--- src/rtl/ipi_match_pkg.sv ---
package ipi_match_pkg;
  localparam int ID_W  = 8;
  localparam int NIB_W = ID_W / 2;
  localparam int FMT_W = 4;

  typedef enum logic [1:0] {
    SH_NONE   = 2'b00,
    SH_SELF   = 2'b01,
    SH_ALL    = 2'b10,
    SH_OTHERS = 2'b11
  } shorthand_e;

  localparam logic [2:0]       DELIV_LOWEST = 3'b001;
  localparam logic [FMT_W-1:0] FMT_FLAT     = 4'hF;
  localparam logic [FMT_W-1:0] FMT_CLUSTER  = 4'h0;
  localparam logic [ID_W-1:0]  PHYS_BCAST   = 8'hFF;
endpackage

--- src/rtl/ipi_addr_match.sv ---
module ipi_addr_match
  import ipi_match_pkg::*;
(
  input  logic [1:0]       shorthand,
  input  logic             dest_logical,
  input  logic [ID_W-1:0]  dest,
  input  logic             is_src,
  input  logic             present,
  input  logic [ID_W-1:0]  phys_id,
  input  logic [ID_W-1:0]  log_id,
  input  logic [FMT_W-1:0] fmt,
  output logic             hit
);
  logic addr_hit;
  logic flat_hit;
  logic clus_hit;

  always_comb begin
    flat_hit = |(log_id & dest);
    clus_hit = (log_id[ID_W-1:NIB_W] == dest[ID_W-1:NIB_W]) &&
               (|(log_id[NIB_W-1:0] & dest[NIB_W-1:0]));
    if (!dest_logical)
      addr_hit = (dest == PHYS_BCAST) || (dest == phys_id);
    else if (fmt == FMT_FLAT)
      addr_hit = flat_hit;
    else if (fmt == FMT_CLUSTER)
      addr_hit = clus_hit;
    else
      addr_hit = 1'b0;
  end

  always_comb begin
    unique case (shorthand_e'(shorthand))
      SH_NONE:   hit = present && addr_hit;
      SH_SELF:   hit = present && is_src;
      SH_ALL:    hit = present;
      SH_OTHERS: hit = present && !is_src;
      default:   hit = 1'b0;
    endcase
  end
endmodule

--- src/rtl/ipi_rr_pick.sv ---
module ipi_rr_pick #(
  parameter int N_TGT = 8,
  localparam int SRC_W = (N_TGT > 1) ? $clog2(N_TGT) : 1
) (
  input  logic             clk,
  input  logic             rst_n,
  input  logic [N_TGT-1:0] cand,
  input  logic             advance,
  output logic [N_TGT-1:0] grant
);
  logic [SRC_W-1:0] prev_q;
  logic [SRC_W-1:0] pick_idx;
  logic             found;

  always_comb begin
    int j;
    grant    = '0;
    pick_idx = prev_q;
    found    = 1'b0;
    for (int k = 0; k < N_TGT; k++) begin
      j = int'(prev_q) + 1 + k;
      if (j >= N_TGT) j = j - N_TGT;
      if (!found && cand[j]) begin
        found       = 1'b1;
        grant[j]    = 1'b1;
        pick_idx    = SRC_W'(j);
      end
    end
  end

  always_ff @(posedge clk) begin
    if (!rst_n)
      prev_q <= SRC_W'(N_TGT - 1);
    else if (advance && found)
      prev_q <= pick_idx;
  end
endmodule

--- src/rtl/ipi_dest_matcher.sv ---
module ipi_dest_matcher
  import ipi_match_pkg::*;
#(
  parameter int N_TGT = 8,
  localparam int SRC_W = (N_TGT > 1) ? $clog2(N_TGT) : 1
) (
  input  logic                    clk,
  input  logic                    rst_n,
  input  logic                    req_valid,
  output logic                    req_ready,
  input  logic [1:0]              icr_shorthand,
  input  logic                    icr_dest_logical,
  input  logic [2:0]              icr_deliv_mode,
  input  logic [ID_W-1:0]         icr_dest,
  input  logic [SRC_W-1:0]        src_idx,
  input  logic [N_TGT*ID_W-1:0]   tgt_phys_id,
  input  logic [N_TGT*ID_W-1:0]   tgt_log_id,
  input  logic [N_TGT*FMT_W-1:0]  tgt_fmt,
  input  logic [N_TGT-1:0]        tgt_present,
  input  logic [N_TGT-1:0]        tgt_en,
  output logic                    out_valid,
  input  logic                    out_ready,
  output logic [N_TGT-1:0]        out_targets
);
  logic [N_TGT-1:0] match_vec;
  logic [N_TGT-1:0] lp_grant;
  logic [N_TGT-1:0] next_targets;
  logic             accept;
  logic             lowest;

  assign req_ready = !out_valid || out_ready;
  assign accept    = req_valid && req_ready;
  assign lowest    = (icr_deliv_mode == DELIV_LOWEST);

  for (genvar i = 0; i < N_TGT; i++) begin : g_tgt
    ipi_addr_match u_match (
      .shorthand    (icr_shorthand),
      .dest_logical (icr_dest_logical),
      .dest         (icr_dest),
      .is_src       (src_idx == SRC_W'(i)),
      .present      (tgt_present[i]),
      .phys_id      (tgt_phys_id[i*ID_W +: ID_W]),
      .log_id       (tgt_log_id[i*ID_W +: ID_W]),
      .fmt          (tgt_fmt[i*FMT_W +: FMT_W]),
      .hit          (match_vec[i])
    );
  end

  ipi_rr_pick #(.N_TGT(N_TGT)) u_rr (
    .clk     (clk),
    .rst_n   (rst_n),
    .cand    (match_vec & tgt_en),
    .advance (accept && lowest),
    .grant   (lp_grant)
  );

  assign next_targets = lowest ? lp_grant : match_vec;

  always_ff @(posedge clk) begin
    if (!rst_n) begin
      out_valid   <= 1'b0;
      out_targets <= '0;
    end else if (accept) begin
      out_valid   <= 1'b1;
      out_targets <= next_targets;
    end else if (out_ready) begin
      out_valid   <= 1'b0;
    end
  end
endmodule

--- config.mk ---
export PLATFORM = sky130hd
export DESIGN_NAME = ipi_dest_matcher
export DESIGN_NICKNAME = d
export VERILOG_FILES = /design/src/rtl/ipi_match_pkg.sv /design/src/rtl/ipi_addr_match.sv /design/src/rtl/ipi_rr_pick.sv /design/src/rtl/ipi_dest_matcher.sv
export SDC_FILE = /design/constraint.sdc
export NUM_CORES = 1
export LEC_CHECK = 0
export CAP_MARGIN = 20
export CELL_PAD_IN_SITES_DETAIL_PLACEMENT = 1
export CELL_PAD_IN_SITES_GLOBAL_PLACEMENT = 2
export CORE_ASPECT_RATIO = 0.75
export CORE_UTILIZATION = 22
export CTS_CLUSTER_DIAMETER = 100
export CTS_CLUSTER_SIZE = 12
export DETAILED_ROUTE_END_ITERATION = 8
export PLACE_DENSITY_LB_ADDON = 0.2
export SETUP_SLACK_MARGIN = 0.05
export SLEW_MARGIN = 20
export SYNTH_ARGS = -nofsm -noshare
export SYNTH_HDL_FRONTEND = slang
export SYNTH_SLANG_ARGS = --single-unit
--- constraint.sdc ---
create_clock -name clk -period 5.41 [get_ports clk]
set_input_delay 0.541 -clock clk [delete_from_list [all_inputs] [get_ports clk]]
set_output_delay 0.541 -clock clk [all_outputs]
set_load 0.03 [all_outputs]
Yosys cells after proc, flatten, opt, wreduce, memory -nomap -nowiden
Cells that the tools add are included.
{ "totals": {"ff_bits": 12, "input_bits": 197, "output_inout_bits": 10, "word_cells": 314} }
{ "op_classes": {"n_addsub": 16, "order_cmp": 24, "eq_ne": 36, "mux": 107, "bitwise_logic": 24, "reduce_logical": 104} }
{ "op_table": {"columns": ["op", "n"], "rows": [
  ["$ge A32 B1 Y1 const B", 8],
  ["$lt A32 B5 Y1 const B", 8],
  ["$mux W32", 8],
  ["$ge A32 B5 Y1 const B", 7],
  ["$sub A32 B5 Y32 const B", 7],
  ["$add A32 B4 Y32 const B", 4],
  ["$and A8 B8 Y8", 9],
  ["$mux W8", 9],
  ["$add A32 B3 Y32 const B", 2],
  ["$eq A8 B8 Y1", 8],
  ["$reduce_or A8 Y1", 8],
  ["$mux W1", 58],
  ["$or A8 B8 Y8", 7],
  ["$logic_and A1 B1 Y1", 50],
  ["$add A32 B2 Y32 const B", 1],
  ["$and A4 B4 Y4", 8],
  ["$eq A4 B4 Y1", 8],
  ["$eq A4 B4 Y1 const B", 8],
  ["$logic_not A4 Y1", 8],
  ["$pmux W1 S4", 8],
  ["$reduce_or A4 Y1", 8],
  ["$bmux W1 S3", 8],
  ["$demux W1 S3", 8],
  ["$mux W3", 8],
  ["other kinds (16)", 45]
]} }

Depth between registers and ports, before layout
Gate-level depths: netlist of the first run.
{ "logic_depth": {"word_depth": 36, "ltp_mapped": 17, "ltp_nobuf": 13} }

Cells and area by module
Synthesis of the first run repeated with hierarchy kept, for this count alone.
{ "hier_totals": {"cells_unflattened": 547, "area_unflattened_um2": 4261.6} }
{ "by_module_without_submodules": {"columns": ["mod", "instances", "cells_each", "area_each_um2", "seq_area_each_um2"], "rows": [
  ["ipi_addr_match", 8, 33, 267.8, 0.0],
  ["ipi_rr_pick", 1, 213, 1569.0, 60.1],
  ["ipi_dest_matcher", 1, 70, 550.5, 180.2]
]} }

Least setup slack after synthesis of the first run
No wires, ideal clock.
{ "synth_timing": {"kind": "in2reg", "start": "in icr_dest[5]", "end": "reg out_targets[7]", "setup_ps": 117, "arrival_ps": 3807, "t_required_ps": 5293, "path_slack_ps": 1485, "path_stages": 13, "n_path_buf": 1, "cell_sequence": "ha_1 or4_4 o211ai_2 o2111a_2 nand3_2 mux2_2 mux4_2 o2111a_1 buf_6 and3_4 a311o_1 a211o_1 a32o_1"} }
{ "synth_via": {"elab_chain_cells": 34, "word_cells_on_any_way": 151, "cone_classes": "17 x eq/ne; 72 x mux; 16 x bitwise; 46 x reduce/logical"} }
{ "synth_lines": {"columns": ["element", "line", "text"], "rows": [
  ["start, declared", "ipi_dest_matcher.sv:14", "input logic [ID_W-1:0] icr_dest,"],
  ["$eq A4 B4 Y1", "ipi_addr_match.sv:20", "clus_hit = (log_id[ID_W-1:NIB_W] == dest[ID_W-1:NIB_W]) &&"],
  ["$logic_and A1 B1 Y1", "ipi_addr_match.sv:20", null],
  ["$mux W1", "ipi_addr_match.sv:26", "else if (fmt == FMT_CLUSTER)"],
  ["$mux W1", "ipi_addr_match.sv:24", "else if (fmt == FMT_FLAT)"],
  ["$mux W1", "ipi_addr_match.sv:22", "if (!dest_logical)"],
  ["$logic_and A1 B1 Y1", "ipi_addr_match.sv:34", "SH_NONE: hit = present && addr_hit;"],
  ["$pmux W1 S4", "ipi_addr_match.sv:33", "unique case (shorthand_e'(shorthand))"],
  ["$and A8 B8 Y8", "ipi_dest_matcher.sv:52", ".cand (match_vec & tgt_en),"],
  ["(+18 left out)", null, null],
  ["$mux W1", "ipi_rr_pick.sv:23", "if (!found && cand[j]) begin"],
  ["$logic_not A1 Y1", "ipi_rr_pick.sv:23", null],
  ["$logic_and A1 B1 Y1", "ipi_rr_pick.sv:23", null],
  ["$mux W1", "ipi_rr_pick.sv:23", null],
  ["$logic_not A1 Y1", "ipi_rr_pick.sv:23", null],
  ["$logic_and A1 B1 Y1", "ipi_rr_pick.sv:23", null],
  ["$mux W8", "ipi_rr_pick.sv:23", null],
  ["$mux W8 (*)", "ipi_dest_matcher.sv:57", "assign next_targets = lowest ? lp_grant : match_vec;"],
  ["end signal, assigned", "ipi_dest_matcher.sv:65", "out_targets <= next_targets;"],
  ["end, declared", "ipi_dest_matcher.sv:23", "output logic [N_TGT-1:0] out_targets"]
]} }
Every way passes the cells marked *; elsewhere a longest branch is shown, timed or not. The select of a mux whose other input is x is not followed.
A chain may end at the register's enable or synchronous reset.

Final worst setup path of the first run
{ "layout_timing": {"start": "in icr_dest[5]", "end": "reg out_targets[4]"} }
The elaborated chain is that of the path after synthesis.

==> results of run 1 <==
-- critical path, cell delays in order --
cell             delay [ps]
clkdlybuf4s50_1         510
buf_4                   220
ha_1                    190
or4_1                   540
a2111oi_2               450
a2111oi_2               100
nand3_2                 150
o32ai_1                 190
o211ai_1                420
o2111ai_2               230
buf_4                   230
nor4_4                  500
nand3_1                 150
a211oi_1                410
o311a_1                 230
-- through the flow --
step,hold WS (ps),cells,instance area [sq um]
3_3_place_gp,474,1007,6720
6_report,480,1011,6810
2_1_floorplan,552,557,4260
3_5_place_dp,474,1007,6720
4_1_cts,481,1011,6810
5_1_grt,531,1011,6810
-- state kept, by name (all words and copies together) (netlist names) --
name,count
out_targets,8
u_rr.prev_q,3
out_valid,1
-- Yosys cell counts (3+ instances only) --
| cell type | instances |
|---|---|
| xnor2_1 | 72 |
| nand2_1 | 48 |
| ha_1 | 39 |
| nand4_1 | 33 |
| nor2_1 | 28 |
| nand3_1 | 27 |
| nor4_1 | 25 |
| clkbuf_1 | 18 |
| a21oi_1 | 16 |
| o21ai_0 | 16 |
| a31oi_1 | 14 |
| inv_1 | 14 |
| o211ai_1 | 14 |
| buf_2 | 13 |
| dfxtp_1 | 12 |
| a22oi_1 | 11 |
| mux4_2 | 10 |
| o2111ai_1 | 8 |
| o22ai_1 | 6 |
| a211oi_1 | 5 |
| mux2i_1 | 5 |
| nor3_1 | 5 |
| o31ai_1 | 5 |
| or4_1 | 5 |
| a221oi_1 | 4 |
| a22o_1 | 4 |
| and4_1 | 4 |
| nor2b_1 | 4 |
| nor3b_1 | 4 |
| o2111a_1 | 4 |
| o22a_1 | 4 |
| o32ai_1 | 4 |
| a2111oi_2 | 3 |
| a32oi_1 | 3 |
| and2_1 | 3 |
| and3_1 | 3 |
| nand3b_1 | 3 |
| o21a_1 | 3 |
| o311a_1 | 3 |
| o41ai_1 | 3 |
| or2_2 | 3 |
-- area by class of cell --
class	instances	area, sq um
well taps	247	309
clock buffers	4	88.8
inverters	15	56.3
flip-flops and latches	12	241
fillers	2217	11900
multi-input cells	494	3800
repair buffers	239	2310
-- kinds of logic (layout without fill, tap and decap cells) --
| logic type | Yosys count | after routing | share of synthesized area [%] |
|---|---|---|---|
| buf+inv | 51 | 258 | 5.23 |
| simple gates | 210 | 210 | 27.3 |
| mux | 16 | 16 | 6.73 |
| fa+ha+maj | 39 | 39 | 11.5 |
| compound gates | 155 | 155 | 28.2 |
| flops | 12 | 12 | 5.64 |
| xor+xnor | 74 | 74 | 15.4 |
-- routing by layer --
layer  track usage [%]  share of wire [%]  vias to the layer above
met3              5.51                8.9                       17
met2              38.7                 42                      287
li1                  -                  -                     2633
met5                 0                  0                        -
met1              35.4                 48                     2835
met4              1.87               0.61                        0
-- report_power, final --
| group | leakage [nW] | internal (mW) | switching (mW) | total (mW) |
|---|---|---|---|---|
| clock | 0.0442 | 0.113 | 0.0529 | 0.165 |
| sequential | 0.0980 | 0.0948 | 0.00558 | 0.100 |
| combinational | 2.20 | 0.342 | 0.423 | 0.765 |
-- final timing paths --
path | from | end | slack [ps]
worst max-delay path | icr_dest[5] | out_targets[4] | 540
worst min-delay path | out_targets[1] | out_targets[1] | 480
worst max register to register | u_rr.prev_q[1] | out_targets[4] | 1430
worst min register to register | out_targets[1] | out_targets[1] | 480
==> impl_metrics.env, run 1 <==
export IMPL_total_power_mw=1.03
export IMPL_start_kind="input pin"
export IMPL_synthArstFlopShare_pct=0
export IMPL_final_common_cell="clkdlybuf4s50_1"
export IMPL_grt_max_degree=37
export IMPL_antenna_left=0
export IMPL_cts_htree_levels=1
export IMPL_grt_pass1_vias=5989
export IMPL_drv_cap=0
export IMPL_fin_ws_ps=543
export IMPL_clock_fmax_mhz=205
export IMPL_grt_pass1_wl_um=36900
export IMPL_first_pass_iters=5
export IMPL_yosysTopAreaCell="xnor2_1"
export IMPL_reg2reg_depth=13
export IMPL_clockRootBuffer="clkbuf_16"
export IMPL_ys_warn_count=0
export IMPL_cts_resized=0
export IMPL_cp_max_fo=8
export IMPL_first_iter_violations=615
export IMPL_skew_ps=8.28
export IMPL_die_x_um=163
export IMPL_yosys_most_used_dff="dfxtp_1"
export IMPL_layout_nets=1001
export IMPL_synth_edf_count=0
export IMPL_worst_pin_slew_ps=713
export IMPL_rsz0062_at_grt="no"
export IMPL_layout_drive_gt1_share_pct=9.69
export IMPL_grt_antenna_before_repair=0
export IMPL_maxSlewViolCount=0
export IMPL_io_buffers=206
export IMPL_antenna_cells=0
export IMPL_drc_errors=0
export IMPL_syn2layout_area_growth_pct=59.8
export IMPL_cts_buffers=3
export IMPL_max_slew_margin_pct=52.4
export IMPL_wl_per_cell_um=24.3
export IMPL_dieArea_sq_um=19900
export IMPL_synth_area_leaders="xnor2_1, ha_1, dfxtp_1"
export IMPL_p_leak_nw=2.34
export IMPL_dp_hpwl_um=20800
export IMPL_ir_drop_uv=136
export IMPL_cts_tree="built"
export IMPL_ys_ff_latch=12
export IMPL_p_per_area_nw_per_um2=151
export IMPL_fp_coreArea_sq_um=18700
export IMPL_seq_area_frac_synth_pct=5.64
export IMPL_path_clk_slew_ps=60
export IMPL_initial_core_util_pct=22.7
export IMPL_track_usage_pct=24.6
export IMPL_min_path_cells=2
export IMPL_cp_required_ps=5610
export IMPL_finalCritPeriodShare_pct=90.0
export IMPL_worstPathArrival_ps=5060
export IMPL_globalplace_congestion=0.980
export IMPL_dp_slack_ps=348
export IMPL_ctsHoldBuffers=0
export IMPL_hold_path_class="register to register"
export IMPL_vias=5772
export IMPL_path_class="input pin to register"
export IMPL_syn_inst=557
export IMPL_ys_types=80
export IMPL_netlist_area_sq_um=4260
export IMPL_finalSetupTns_ps=0
export IMPL_die_height_um=122
export IMPL_layout_common_cells="clkdlybuf4s50_1, xnor2_1, nand2_1, ha_1"
export IMPL_syn_avg_cell_area_sq_um=7.65
export IMPL_via_per_inst=5.71
export IMPL_hold_viol_final=0
export IMPL_drt_wl_total_um=24600
export IMPL_synth_top_cell_area_share_pct=14.8
export IMPL_cts_buffer_depth=2
export IMPL_finalSetupViolations=0
export IMPL_endpoint_kind="register"
export IMPL_outcome="complete, no violations"
export IMPL_period_needed_ps=4870
export IMPL_finalCoreUtilization_pct=36.4
export IMPL_insertion_delay_ps=250
export IMPL_post_cts_repair_setup_buffers=0
export IMPL_grt_overflow_total=0
export IMPL_syn_nets=793
export IMPL_io_pins=207
export IMPL_num_rows=43
export IMPL_clock_sinks=12
(Power assumes the default switching activity.)
==> run 2: changes to the inputs <==
- ABC_AREA: not set -> 1
- CORE_UTILIZATION: 22 -> 20
==> run 2 against run 1 <==
The flow now finishes with violations (design-rule violations). Die area up 22%. Utilization down 5.5 points. Hold slack worse by 15 ps.
==> impl_metrics.env, run 2 <==
export IMPL_yosysTopAreaCell="nand2_1"
export IMPL_use_met3_pct=3.68
export IMPL_cp_required_ps=5520
export IMPL_cpMostUsedCell="nand2_1"
export IMPL_ctsHoldBuffers=0
export IMPL_path_clk_slew_ps=50
export IMPL_period_needed_ps=4210
export IMPL_ir_drop_uv=102
export IMPL_syn2layout_area_growth_pct=50.6
export IMPL_start_kind="input pin"
export IMPL_cp_max_fo=15
export IMPL_antenna_left=0
export IMPL_final_common_cell="nand2_1"
export IMPL_p_per_area_nw_per_um2=142
export IMPL_detailed_place_area_sq_um=7070
export IMPL_synth_area_leaders="nand2_1, nor2_1, ha_1"
export IMPL_yosys_most_used_dff="dfxtp_1"
export IMPL_worstPathArrival_ps=4320
export IMPL_drc_errors=6
export IMPL_first_iter_violations=301
export IMPL_cp_cell_sequence="clkdlybuf4s50_1, buf_4, xnor2_1, nand2_1, nor2_1, nand2_1, nand2_1, nand2_1, nand2_1, nand4_1, nand3_1, nand2_1, nand2_1, nand2_4, nand4_1, nor2_1, nor2_1, nand3_1, nor2_1, nand3_1, nand2_1, a21oi_2"
export IMPL_cts_buffer_depth=2
export IMPL_placedCellCount=1373
export IMPL_clock_fmax_mhz=238
export IMPL_finalCoreUtilization_pct=30.9
export IMPL_cp_num_cells=22
export IMPL_vias=6247
export IMPL_grt_antenna_before_repair=0
export IMPL_hold_viol_final=0
export IMPL_dieArea_sq_um=24400
export IMPL_hold_path_class="register to register"
export IMPL_grt_busiest_layer="met2"
export IMPL_syn_avg_cell_area_sq_um=5.39
export IMPL_synth_edf_count=0
export IMPL_critPathBufInv=2
export IMPL_drt_wl_total_um=23200
export IMPL_finalSetupTns_ps=0
export IMPL_layout_common_cells="nand2_1, clkdlybuf4s50_1, nor2_1, nand3_1, inv_1"
export IMPL_ys_ff_latch=12
export IMPL_clock_sinks=12
export IMPL_cts_resized=0
export IMPL_rsz0062_at_grt="no"
export IMPL_cts_htree_levels=1
export IMPL_total_power_mw=1.01
export IMPL_power_frac_seq_pct=9.7
export IMPL_syn_nets=1118
export IMPL_fp_coreArea_sq_um=23200
export IMPL_final_cells=1377
export IMPL_power_switching_uw=497
export IMPL_p_leak_nw=3.08
export IMPL_multi_input_area_sq_um=4080
export IMPL_max_slew_margin_pct=34.6
export IMPL_io_buffers=206
export IMPL_globalplace_congestion=0.886
export IMPL_largest_reg_flops=8
export IMPL_clockRootBuffer="clkbuf_16"
export IMPL_outcome="finished with violations"
export IMPL_finalCritPeriodShare_pct=77.8
export IMPL_worst_pin_slew_ps=977
export IMPL_die_x_um=180
export IMPL_die_height_um=135
export IMPL_regArea_sq_um=240
export IMPL_layout_drive_gt1_share_pct=6.31
export IMPL_grt_pass1_wl_um=35700
export IMPL_violations="design-rule violations"
export IMPL_num_rows=48
export IMPL_reg2reg_depth=17
export IMPL_initial_core_util_pct=20.5
export IMPL_maxSlewViolCount=0
export IMPL_min_path_cells=2
export IMPL_cts_buffers=3
export IMPL_io_pins=207
export IMPL_antenna_cells=0
export IMPL_ys_warn_count=0
export IMPL_globalRouteMet2Util_pct=30.2
export IMPL_top_regs="out_targets: 8 flops, u_rr.prev_q: 3 flops, out_valid: 1 flops"
export IMPL_wl_per_cell_um=16.8
export IMPL_via_per_inst=4.54
export IMPL_skew_ps=1.24
export IMPL_p_sw_share_pct=49.1
export IMPL_finalSetupViolations=0
export IMPL_fin_area_sq_um=7150
export IMPL_synth_top_cell_area_share_pct=25.9
export IMPL_cp_slowest_stage_delay_ps=1020
export IMPL_path_delay_family="simple AND/OR/NAND/NOR gates"
export IMPL_endpoint_kind="register"
export IMPL_layout_nets=1314
export IMPL_seq_area_frac_synth_pct=5.06
export IMPL_grt_overflow_total=0
export IMPL_synthArstFlopShare_pct=0
export IMPL_met1_usage_pct=27.6
export IMPL_ys_types=39
export IMPL_power_frac_clock_pct=15.1
export IMPL_regMostFlops="out_targets"
export IMPL_dp_hpwl_um=20400
export IMPL_grt_pass1_vias=6282
export IMPL_p_int_uw=516
export IMPL_yosysMostFrequentCell="nand2_1"
export IMPL_insertion_delay_ps=240
export IMPL_grt_max_degree=24
export IMPL_track_usage_pct=19.0
export IMPL_netlist_area_sq_um=4750
export IMPL_synth_commonest_cells="nand2_1, nor2_1, nand3_1"
export IMPL_first_pass_iters=6
export IMPL_cts_tree="built"
export IMPL_crit_slowest_cell="clkdlybuf4s50_1"
export IMPL_syn_inst=882
export IMPL_path_class="input pin to register"
export IMPL_p_comb_share_pct=75.3
export IMPL_post_cts_repair_setup_buffers=0
export IMPL_fill_cells=3068
export IMPL_drv_cap=0
[run 2: cell types whose count changed in the layout (fill, tap and decap cells not counted), sizes merged, moves of 14 or more]
cell,delta
o211ai,-15
buf,-23
a31oi,-14
nand3,+47
nand2,+295
nor2,+149
xnor2,-24
inv,+46
nor4,-26
[run 2: per-stage QoR]
stage | worst slack (ps) | hold slack (ps)
CTS | 1230 | 472
global route | 830 | 493
finish | 1200 | 465
detailed placement | 974 | 463
global placement | 946 | 458
floorplan | 2500 | 494
[run 2: tightest hold or removal path: cells and delay by family (launching register included)]
kind,cells,cell delay [ps]
AND/OR/NAND/NOR,1,60
flip-flops,1,300
AO/OA/AOI/OAI,1,50
[run 2: layout make-up]
cell class	instances	share of cell area [%]
clock buffer	4	1.24
inverter	62	3.29
sequential	12	3.36
tap	300	5.25
timing repair buffer	216	29.9
multi-input combinational	783	57.0
[run 2: power groups by stage]
stage | Sequential (mW) | Combinational, mW | Clock (mW)
CTS | 0.0979 | 0.762 | 0.158
floorplan | 0.107 | 0.438 | 0
finish | 0.0978 | 0.762 | 0.153
global route | 0.0983 | 0.837 | 0.161
detailed placement | 0.0996 | 0.759 | 0
global placement | 0.0996 | 0.759 | 0
[run 2: logic make-up (layout without fill, tap and decap cells)]
| group | after synthesis | after routing | synth area share (%) |
|---|---|---|---|
| and+or+nand+nor | 643 | 643 | 59.8 |
| buffers and inverters | 87 | 282 | 9.11 |
| xor gates and xnor gates | 53 | 53 | 9.77 |
| AOI/OAI and AO/OA | 48 | 48 | 5.98 |
| adders and majority gates | 39 | 39 | 10.3 |
| DFF | 12 | 12 | 5.06 |
[run 2: path summary, 6_finish.rpt]
kind | end | slack, ps | from
worst min-delay path | out_targets[7] | 470 | out_targets[7]
worst max-delay path | out_targets[0] | 1200 | icr_dest[6]
worst max register to register | out_targets[3] | 1830 | u_rr.prev_q[0]
worst min register to register | out_targets[7] | 470 | out_targets[7]
[run 2: layer usage]
layer	routed length [um]	share of wire, %	vias to the layer above
met4	70	0.30	0
li1	-	-	3198
met3	1530	6.6	4
met1	11900	51	2871
met5	0	0	-
met2	9670	42	174
==> run 3: changes to the inputs <==
- clock period: 5.41 -> 4.34 ns (I/O delays scaled with it)
==> run 3 against run 2 <==
Hold slack improved by 2.4 ps. Clock skew rose by 4.9 ps. Highest routed layer is now met5. Critical endpoint is now out_targets[7]. Largest power group unchanged. Die area did not move. Sequential power rose by 26%. Utilization rose by 0.33 points. Power rose by 26%. Critical path depth did not move. The run still ends with design-rule violations left.
==> impl_metrics.env, run 3 (same netlist as run 2, synthesis figures left out) <==
export IMPL_cts_buffers=3
export IMPL_regMostFlops="out_targets"
export IMPL_grt_overflow_total=0
export IMPL_via_per_inst=4.49
export IMPL_cp_startpoint="icr_dest[6]"
export IMPL_grt_max_degree=23
export IMPL_track_usage_pct=19.6
export IMPL_clockRootBuffer="clkbuf_16"
export IMPL_path_class="input pin to register"
export IMPL_clock_sinks=12
export IMPL_use_met3_pct=4.68
export IMPL_initial_core_util_pct=20.5
export IMPL_cp_slowest_stage_delay_ps=450
export IMPL_num_rows=48
export IMPL_globalRouteMet2Util_pct=30.1
export IMPL_wl_per_cell_um=17.3
export IMPL_p_comb_share_pct=75.2
export IMPL_power_frac_seq_pct=9.6
export IMPL_min_path_cells=2
export IMPL_path_clk_slew_ps=40
export IMPL_start_kind="input pin"
export IMPL_syn2layout_area_growth_pct=52.2
export IMPL_grt_pass1_wl_um=36500
export IMPL_insertion_delay_ps=250
export IMPL_rrSetupSlack_ps=1060
export IMPL_reg2reg_depth=18
export IMPL_hold_viol_final=0
export IMPL_finalCoreUtilization_pct=31.2
export IMPL_violations="design-rule violations"
export IMPL_largest_reg_flops=8
export IMPL_power_switching_uw=625
export IMPL_dp_hpwl_um=20900
export IMPL_die_x_um=180
export IMPL_endpoint_kind="register"
export IMPL_layout_drive_gt1_share_pct=6.75
export IMPL_final_common_cell="nand2_1"
export IMPL_cp_required_ps=4510
export IMPL_io_pins=207
export IMPL_post_cts_repair_setup_buffers=0
export IMPL_skew_ps=6.13
export IMPL_worst_pin_slew_ps=919
export IMPL_drc_errors=12
export IMPL_antenna_left=0
export IMPL_hold_path_class="register to register"
export IMPL_worstPathArrival_ps=3900
export IMPL_finalSetupTns_ps=0
export IMPL_layout_nets=1319
export IMPL_crit_end="out_targets[7]"
export IMPL_finalCritPeriodShare_pct=86.0
export IMPL_crit_slowest_cell="clkdlybuf4s50_1"
export IMPL_power_frac_clock_pct=15.1
export IMPL_ir_drop_uv=123
export IMPL_cts_tree="built"
export IMPL_vias=6215
export IMPL_grt_antenna_before_repair=2
export IMPL_timing_rr_start="u_rr.prev_q[0]"
export IMPL_outcome="finished with violations"
export IMPL_maxSlewViolCount=0
export IMPL_cts_resized=0
export IMPL_first_pass_iters=7
export IMPL_finalSetupViolations=0
export IMPL_fp_coreArea_sq_um=23200
export IMPL_cp_cell_sequence="clkdlybuf4s50_1, buf_4, buf_4, xnor2_1, nand2_1, nor2_1, nand2_1, nand2_1, nand2_1, nand2_1, nand4_1, nand3_1, nand2_1, nand2_1, nand2_2, inv_1, nand4_1, nor2_1, nor2_1, nand4_1, nand2_1, a21oi_1"
export IMPL_grt_busiest_layer="met2"
export IMPL_io_buffers=206
export IMPL_p_int_uw=648
export IMPL_clock_fmax_mhz=268
export IMPL_r2r_end="u_rr.prev_q[1]"
export IMPL_p_leak_nw=3.12
export IMPL_layout_common_cells="nand2_1, clkdlybuf4s50_1, nor2_1, nand3_1, inv_1"
export IMPL_rsz0062_at_grt="no"
export IMPL_drt_wl_total_um=23900
export IMPL_max_slew_margin_pct=38.2
export IMPL_p_per_area_nw_per_um2=176
export IMPL_first_iter_violations=353
export IMPL_globalplace_congestion=0.913
export IMPL_fin_area_sq_um=7230
export IMPL_cts_htree_levels=1
export IMPL_p_sw_share_pct=49.1
export IMPL_drv_cap=0
export IMPL_cp_max_fo=10
export IMPL_detailed_place_area_sq_um=7140
export IMPL_die_height_um=135
export IMPL_top_regs="out_targets: 8 flops, u_rr.prev_q: 3 flops, out_valid: 1 flops"
export IMPL_grt_pass1_vias=6166
export IMPL_dieArea_sq_um=24400
export IMPL_ctsHoldBuffers=0
export IMPL_period_needed_ps=3730
export IMPL_cpMostUsedCell="nand2_1"
export IMPL_cts_buffer_depth=2
export IMPL_met1_usage_pct=28.4
## run 3: cell types whose count changed in the layout (fill, tap and decap cells not counted)
cell and change:
buf_12 +3, diode_2 +1, buf_4 +2
## run 3: per-stage QoR
stage | setup slack [ps] | std cells | total power, mW | hold WS [ps]
6_report | 609 | 1383 | 1.27 | 467
5_1_grt | 362 | 1382 | 1.38 | 496
4_1_cts | 648 | 1382 | 1.28 | 471
3_5_place_dp | 392 | 1378 | 1.08 | 465
3_3_place_gp | 327 | 1378 | 1.09 | 458
2_1_floorplan | 1430 | 882 | 0.679 | 494
## run 3: layout make-up
cell class              instances  area [sq um]
inverters                      62           235
multi-input cells             783          4080
well taps                     300           375
fillers                      3032         16000
repair buffers                221          2210
clock buffers                   4          88.8
flip-flops and latches         12           240
diodes                          1          2.50
## run 3: worst min path at each step
| stage | end | startpoint |
|---|---|---|
| after floorplan | u_rr.prev_q[1] | u_rr.prev_q[1] |
| after global placement | out_targets[7] | out_targets[7] |
| after detailed placement | out_targets[7] | out_targets[7] |
| after CTS | out_targets[7] | out_targets[7] |
| after global routing | out_targets[2] | out_targets[2] |
| final | out_targets[5] | out_targets[5] |
## run 3: worst max-delay path: cells and delay by family
| family | cells | cell delay [ps] |
|---|---|---|
| xor+xnor | 1 | 150 |
| compound gates | 1 | 120 |
| simple gates | 16 | 2060 |
| buf+inv | 4 | 1080 |
## run 3: power groups by stage
stage	Clock, mW	Sequential, mW	Combinational [mW]
floorplan	0	0.133	0.546
global placement	0	0.125	0.963
detailed placement	0	0.125	0.953
CTS	0.198	0.123	0.956
global route	0.203	0.123	1.05
finish	0.193	0.123	0.958
## run 3: per-layer routing
layer / up-vias / share of wire (%)
li1: 3206 / -
met1: 2784 / 50
met2: 213 / 41
met3: 10 / 8.6
met4: 2 / 0.44
met5: - / 0.050
